## config.mk

```make
export PLATFORM = sky130hd
export DESIGN_NAME = can_accept_filter
export DESIGN_NICKNAME = d
export VERILOG_FILES = /design/src/rtl/can_flt_pkg.sv /design/src/rtl/can_flt_ctrl.sv /design/src/rtl/can_flt_dp.sv /design/src/rtl/can_accept_filter.sv
export SDC_FILE = /design/constraint.sdc
export NUM_CORES = 1
export LEC_CHECK = 0
export CAP_MARGIN = 30
export CORE_AREA = 3 3 79 81
export CTS_CLUSTER_DIAMETER = 30
export DETAILED_ROUTE_END_ITERATION = 8
export DIE_AREA = 0 0 82 84
export DONT_BUFFER_PORTS = 1
export GPL_TIMING_DRIVEN = 0
export SLEW_MARGIN = 20
export SYNTH_ARGS = -nofsm -noshare
export SYNTH_HDL_FRONTEND = slang
export SYNTH_HIERARCHICAL = 1
export SYNTH_SLANG_ARGS = --single-unit
```

## constraint.sdc

```tcl
create_clock -name clk -period 1.35 [get_ports clk]
set_input_delay 0.135 -clock clk [delete_from_list [all_inputs] [get_ports clk]]
set_output_delay 0.135 -clock clk [all_outputs]
set_load 0.01 [all_outputs]
```

## src/rtl/can_flt_pkg.sv

```systemverilog
package can_flt_pkg;
  localparam int BYTE_W   = 8;
  localparam int NUM_CFG  = 4;
  localparam int CFG_W    = BYTE_W * NUM_CFG;
  localparam int EXT_ID_W = 29;
  localparam int STD_ID_W = 11;
  localparam int DLC_W    = 4;
  localparam int DUAL_EXT_LSB = 13;
  localparam int DUAL_EXT_W   = EXT_ID_W - DUAL_EXT_LSB;

  typedef struct packed {
    logic singleExt;
    logic singleStd;
    logic dualExt;
    logic dualStd;
    logic needData0;
    logic needData1;
    logic dualDataChk;
  } fltStrobe_t;
endpackage

```

## src/rtl/can_flt_ctrl.sv

```systemverilog
module can_flt_ctrl
  import can_flt_pkg::*;
(
  input  logic             clk,
  input  logic             rstN,
  input  logic             singleMode,
  input  logic             frameExt,
  input  logic             frameRtr,
  input  logic [DLC_W-1:0] frameDlc,
  output fltStrobe_t       strb
);
  logic noData;
  assign noData = frameRtr || (frameDlc == '0);

  always_comb begin
    strb = '0;
    if (singleMode) begin
      strb.singleExt = frameExt;
      strb.singleStd = !frameExt;
      strb.needData0 = !frameExt && !noData;
      strb.needData1 = !frameExt && !noData && (frameDlc >= DLC_W'(2));
    end else begin
      strb.dualExt     = frameExt;
      strb.dualStd     = !frameExt;
      strb.dualDataChk = !frameExt && !noData;
    end
  end

  // the second data byte is checked only when the first one is checked too
  a_r5_data1_after_data0: assert property (@(posedge clk) disable iff (!rstN)
    strb.needData1 |-> strb.needData0);

  // the mode input picks exactly one comparison path
  a_r9_one_path: assert property (@(posedge clk) disable iff (!rstN)
    $onehot({strb.singleExt, strb.singleStd, strb.dualExt, strb.dualStd}));
endmodule

```

## src/rtl/can_flt_dp.sv

```systemverilog
module can_flt_dp
  import can_flt_pkg::*;
(
  input  logic                clk,
  input  logic                rstN,
  input  fltStrobe_t          strb,
  input  logic [CFG_W-1:0]    filtCode,
  input  logic [CFG_W-1:0]    filtMask,
  input  logic                frameValid,
  input  logic                frameRtr,
  input  logic [EXT_ID_W-1:0] frameId,
  input  logic [BYTE_W-1:0]   frameData0,
  input  logic [BYTE_W-1:0]   frameData1,
  output logic                verdictValid,
  output logic                verdictAccept
);
  logic [BYTE_W-1:0] cB [NUM_CFG];
  logic [BYTE_W-1:0] mB [NUM_CFG];

  for (genvar k = 0; k < NUM_CFG; k++) begin : g_bytes
    assign cB[k] = filtCode[CFG_W-1-BYTE_W*k -: BYTE_W];
    assign mB[k] = filtMask[CFG_W-1-BYTE_W*k -: BYTE_W];
  end

  logic unusedLowBits;
  assign unusedLowBits = ^{cB[3][1:0], mB[3][1:0]};

  // single, extended frame
  logic [EXT_ID_W-1:0] seCode, seMask;
  logic seHit;
  assign seCode = {cB[0], cB[1], cB[2], cB[3][7:3]};
  assign seMask = {mB[0], mB[1], mB[2], mB[3][7:3]};
  assign seHit  = (((frameId ^ seCode) & ~seMask) == '0) &&
                  !((frameRtr ^ cB[3][2]) && !mB[3][2]);

  // standard identifier through bytes 0/1 (single mode and dual filter A)
  logic [STD_ID_W-1:0] stdIdA, stdMaskA, stdIdB, stdMaskB;
  logic stdHitA, stdHitB;
  assign stdIdA   = {cB[0], cB[1][7:5]};
  assign stdMaskA = {mB[0], mB[1][7:5]};
  assign stdHitA  = (((frameId[STD_ID_W-1:0] ^ stdIdA) & ~stdMaskA) == '0) &&
                    !((frameRtr ^ cB[1][4]) && !mB[1][4]);
  assign stdIdB   = {cB[2], cB[3][7:5]};
  assign stdMaskB = {mB[2], mB[3][7:5]};
  assign stdHitB  = (((frameId[STD_ID_W-1:0] ^ stdIdB) & ~stdMaskB) == '0) &&
                    !((frameRtr ^ cB[3][4]) && !mB[3][4]);

  // data comparisons
  logic d0Hit, d1Hit, dualDataHit;
  logic [BYTE_W-1:0] dualDataCode, dualDataMask;
  assign d0Hit = ((frameData0 ^ cB[2]) & ~mB[2]) == '0;
  assign d1Hit = ((frameData1 ^ cB[3]) & ~mB[3]) == '0;
  assign dualDataCode = {cB[1][3:0], cB[3][3:0]};
  assign dualDataMask = {mB[1][3:0], mB[3][3:0]};
  assign dualDataHit  = ((frameData0 ^ dualDataCode) & ~dualDataMask) == '0;

  // dual, extended frame
  logic deHitA, deHitB;
  logic [DUAL_EXT_W-1:0] idTop;
  assign idTop  = frameId[EXT_ID_W-1:DUAL_EXT_LSB];
  assign deHitA = ((idTop ^ {cB[0], cB[1]}) & ~{mB[0], mB[1]}) == '0;
  assign deHitB = ((idTop ^ {cB[2], cB[3]}) & ~{mB[2], mB[3]}) == '0;

  logic ssOk, dsHitA, acceptNow;
  assign ssOk   = stdHitA && (!strb.needData0 || d0Hit) && (!strb.needData1 || d1Hit);
  assign dsHitA = stdHitA && (!strb.dualDataChk || dualDataHit);

  assign acceptNow = (strb.singleExt && seHit) ||
                     (strb.singleStd && ssOk)  ||
                     (strb.dualExt   && (deHitA || deHitB)) ||
                     (strb.dualStd   && (dsHitA || stdHitB));

  always_ff @(posedge clk) begin
    if (!rstN) begin
      verdictValid  <= 1'b0;
      verdictAccept <= 1'b0;
    end else begin
      verdictValid  <= frameValid;
      verdictAccept <= frameValid && acceptNow;
    end
  end

  // the verdict strobe follows the frame strobe by one cycle
  a_r1_valid_follows: assert property (@(posedge clk) disable iff (!rstN)
    1'b1 |=> verdictValid == $past(frameValid));

  // no acceptance without a verdict
  a_r1_accept_gated: assert property (@(posedge clk) disable iff (!rstN)
    verdictAccept |-> verdictValid);

  // a dual extended hit in either filter must show up as acceptance
  a_r6_dual_ext_hit: assert property (@(posedge clk) disable iff (!rstN)
    (frameValid && strb.dualExt && (deHitA || deHitB)) |=> verdictAccept);
endmodule

```

## src/rtl/can_accept_filter.sv

```systemverilog
module can_accept_filter
  import can_flt_pkg::*;
(
  input  logic                clk,
  input  logic                rstN,
  input  logic                singleMode,
  input  logic [CFG_W-1:0]    filtCode,
  input  logic [CFG_W-1:0]    filtMask,
  input  logic                frameValid,
  input  logic                frameExt,
  input  logic                frameRtr,
  input  logic [EXT_ID_W-1:0] frameId,
  input  logic [DLC_W-1:0]    frameDlc,
  input  logic [BYTE_W-1:0]   frameData0,
  input  logic [BYTE_W-1:0]   frameData1,
  output logic                verdictValid,
  output logic                verdictAccept
);
  fltStrobe_t strb;

  can_flt_ctrl ctrl_i (
    .clk(clk), .rstN(rstN), .singleMode(singleMode),
    .frameExt(frameExt), .frameRtr(frameRtr), .frameDlc(frameDlc),
    .strb(strb)
  );

  can_flt_dp dp_i (
    .clk(clk), .rstN(rstN), .strb(strb),
    .filtCode(filtCode), .filtMask(filtMask),
    .frameValid(frameValid), .frameRtr(frameRtr), .frameId(frameId),
    .frameData0(frameData0), .frameData1(frameData1),
    .verdictValid(verdictValid), .verdictAccept(verdictAccept)
  );

  // an all-ones mask accepts any frame
  a_r2_all_dontcare: assert property (@(posedge clk) disable iff (!rstN)
    (frameValid && (filtMask == '1)) |=> verdictAccept);
endmodule

```

==> impl_metrics.tcl <==
set metrics [dict create \
    status "finished clean" \
    final_cell_mix "xnor2_1 (92), o22ai_1 (43), nor2_1 (8), nor4_1 (8), clkbuf_2 (7)" \
    ant_nets 0 \
    cp_max_fo 4 \
    final_nets 321 \
    fin_crit_ns 1.28 \
    clk_pin_slew_ns 0.03 \
    whs_endpoint "dp_i/verdictValid$_SDFF_PN0_" \
    synth_seq_cells 2 \
    place_hpwl_mm 6.03 \
    end_kind "register" \
    n_fill_cell 624 \
    grt-ovfl-total 0 \
    path_class "input port to register" \
    power.static_leakage_nw 0.429 \
    drive_above_1_share 0.110 \
    area_growth_syn_to_layout_pct 9.26 \
    drt-wirelength-per-cell_um 23.9 \
    synth_cell_types 26 \
    cts_tree "built" \
    synthCells 197 \
    relSlewSlack 0.708 \
    synthesis.nets 316 \
    peakVddDrop_uv 376 \
    diodes 0 \
    cts_buffers 3 \
    hold_path_class "input port to register" \
    drtPass1Iterations 4 \
    io_pins 121 \
    grt_pass1_vias 1654 \
    cts_sinks 2 \
    min-delay-start "frameValid" \
    worstHoldPathCells 2 \
    antenna_found_initial 0 \
    dpl_worst_slack_ns -0.0943 \
    multi_input_area_mm2 0.00136 \
    seq_area_um2 40.0 \
    initial_core_util 0.268 \
    setup_viol 0 \
    die_width_um 82 \
    clock.fmax_mhz 780 \
    worst_pin_slew_ns 0.433 \
    final_common_cell "xnor2_1" \
    grt_max_degree 7 \
    arrival_ns 1.36 \
    numPortBuffers 0 \
    final-hold-violation-count 0 \
    ctsHoldBuffers 0 \
    die_h_um 84 \
    power_density_mw_per_mm2 510 \
    postPlaceCellArea_mm2 0.00158 \
    final_cell_area_mm2 0.00162 \
    grt_pass1_wl_mm 9.47 \
    vias_per_cell 5.46 \
    syn_area_per_cell_um2 7.55 \
    cts_buffer_depth 2 \
    synth_area_mm2 0.00149 \
    rsz0062_at_grt "false" \
    drtIter0Drc 66 \
    yosysSeqAreaShare 0.0269 \
    drv_slew 0 \
    cts.root.buffer_cell "clkbuf_8" \
    core_area_mm2 0.00554 \
    grt.total_usage 0.186 \
    die_area_mm2 0.00689 \
    rows 27 \
    vias 1484 \
    finalCritPeriodShare 0.950 \
    wirelength_mm 6.51 \
    drc 0 \
    cp-start-kind "input port" \
    place.gp.congestion 0.911 \
    post-cts-setup-buffers 0 \
    fin_ws_ns 0.0678 \
    ys_warn_count 6 \
    cap_viol_max_count 0 \
    htreeDepth 1 \
    worstPathRequired_ns 1.43 \
]
-- kinds of logic after synthesis --
logic type,Yosys count,share of synthesized area
and+or+nand+nor,34,0.125
buffers and inverters,15,0.0623
AOI/OAI and AO/OA,52,0.221
xor gates and xnor gates,94,0.564
DFF,2,0.0269
-- metrics by stage --
stage | power [W] | hold slack, ns | util | setup TNS (ns) | instances
CTS | 0.000833 | 0.310 | 0.292 | 0 | 272
global route | 0.000881 | 0.331 | 0.293 | 0 | 272
finish | 0.000828 | 0.313 | 0.293 | 0 | 272
detailed placement | 0.000594 | 0.442 | 0.285 | -0.0943 | 269
floorplan | 0.000498 | 0.424 | - | 0 | 197
global placement | 0.000600 | 0.441 | 0.285 | -0.111 | 269
-- critical path: stages --
cell and delay (ns):
clkbuf_2 0.16, xnor2_1 0.15, o22ai_1 0.28, nor4_1 0.12, nand2_1 0.09, nand2_1 0.05
or3_1 0.37
-- worst max-delay path by stage --
stage / startpoint / to / slack, ns
floorplan: frameExt / dp_i/verdictAccept$_SDFF_PN0_ / 0.11
global placement: filtCode[9] / dp_i/verdictAccept$_SDFF_PN0_ / -0.11
detailed placement: filtCode[8] / dp_i/verdictAccept$_SDFF_PN0_ / -0.09
CTS: filtCode[8] / dp_i/verdictAccept$_SDFF_PN0_ / 0.11
global route: filtCode[13] / dp_i/verdictAccept$_SDFF_PN0_ / 0.03
finish: filtCode[13] / dp_i/verdictAccept$_SDFF_PN0_ / 0.07
-- registers in the layout (all words and copies together), names as in the netlist --
| name | flops |
|---|---|
| dp_i/verdictAccept | 1 |
| dp_i/verdictValid | 1 |
-- synth_stat cells --
cell type   n  area share
o21ai_0     2      0.0067
nand3_1     1      0.0034
nand4_1     2      0.0084
or3_1       1      0.0042
dfxtp_1     2       0.027
a22oi_1     1      0.0051
clkbuf_1    1      0.0025
or3b_1      1      0.0059
and2_1      1      0.0042
and2_2      1      0.0051
o211ai_1    2       0.010
nor4_1      9       0.038
xnor2_2     2       0.022
o41ai_1     2       0.012
o22ai_1    43        0.18
and2b_2     1      0.0059
buf_2       4       0.013
a21oi_1     2      0.0067
nand2_1     3      0.0076
xnor2_1    92        0.54
buf_6       3       0.023
clkbuf_2    7       0.024
nor3_1      4       0.013
or4_1       1      0.0051
nor2b_1     1      0.0042
nor2_1      8       0.020
-- layout make-up --
| type | instances | area share |
|---|---|---|
| well taps | 72 | 0.0555 |
| flip-flops and latches | 2 | 0.0247 |
| plain buffers | 15 | 0.0570 |
| clock buffers | 3 | 0.0254 |
| multi-input cells | 180 | 0.837 |
-- report_power, final --
group	switching (W)	total (W)	internal [W]
clock network	0.0000403	0.000228	0.000188
logic	0.000232	0.000537	0.000305
registers	0.00000155	0.0000632	0.0000616
-- per-layer routing --
| metal | track usage | share of wire | vias to the layer above |
|---|---|---|---|
| met5 | 0 | 0 | - |
| met4 | 0.0347 | 0.011 | 0 |
| met3 | 0.0659 | 0.13 | 6 |
| met2 | 0.302 | 0.46 | 100 |
| met1 | 0.234 | 0.39 | 661 |
| li1 | - | - | 717 |
-- what timing repair did --
action / 4_1_cts / 5_1_grt
resized for setup: 0 / 1
endpoints found under the hold margin: 0 / 0
endpoints found under the setup margin: 0 / 1
No activity file was read; power rests on OpenSTA's default activity.
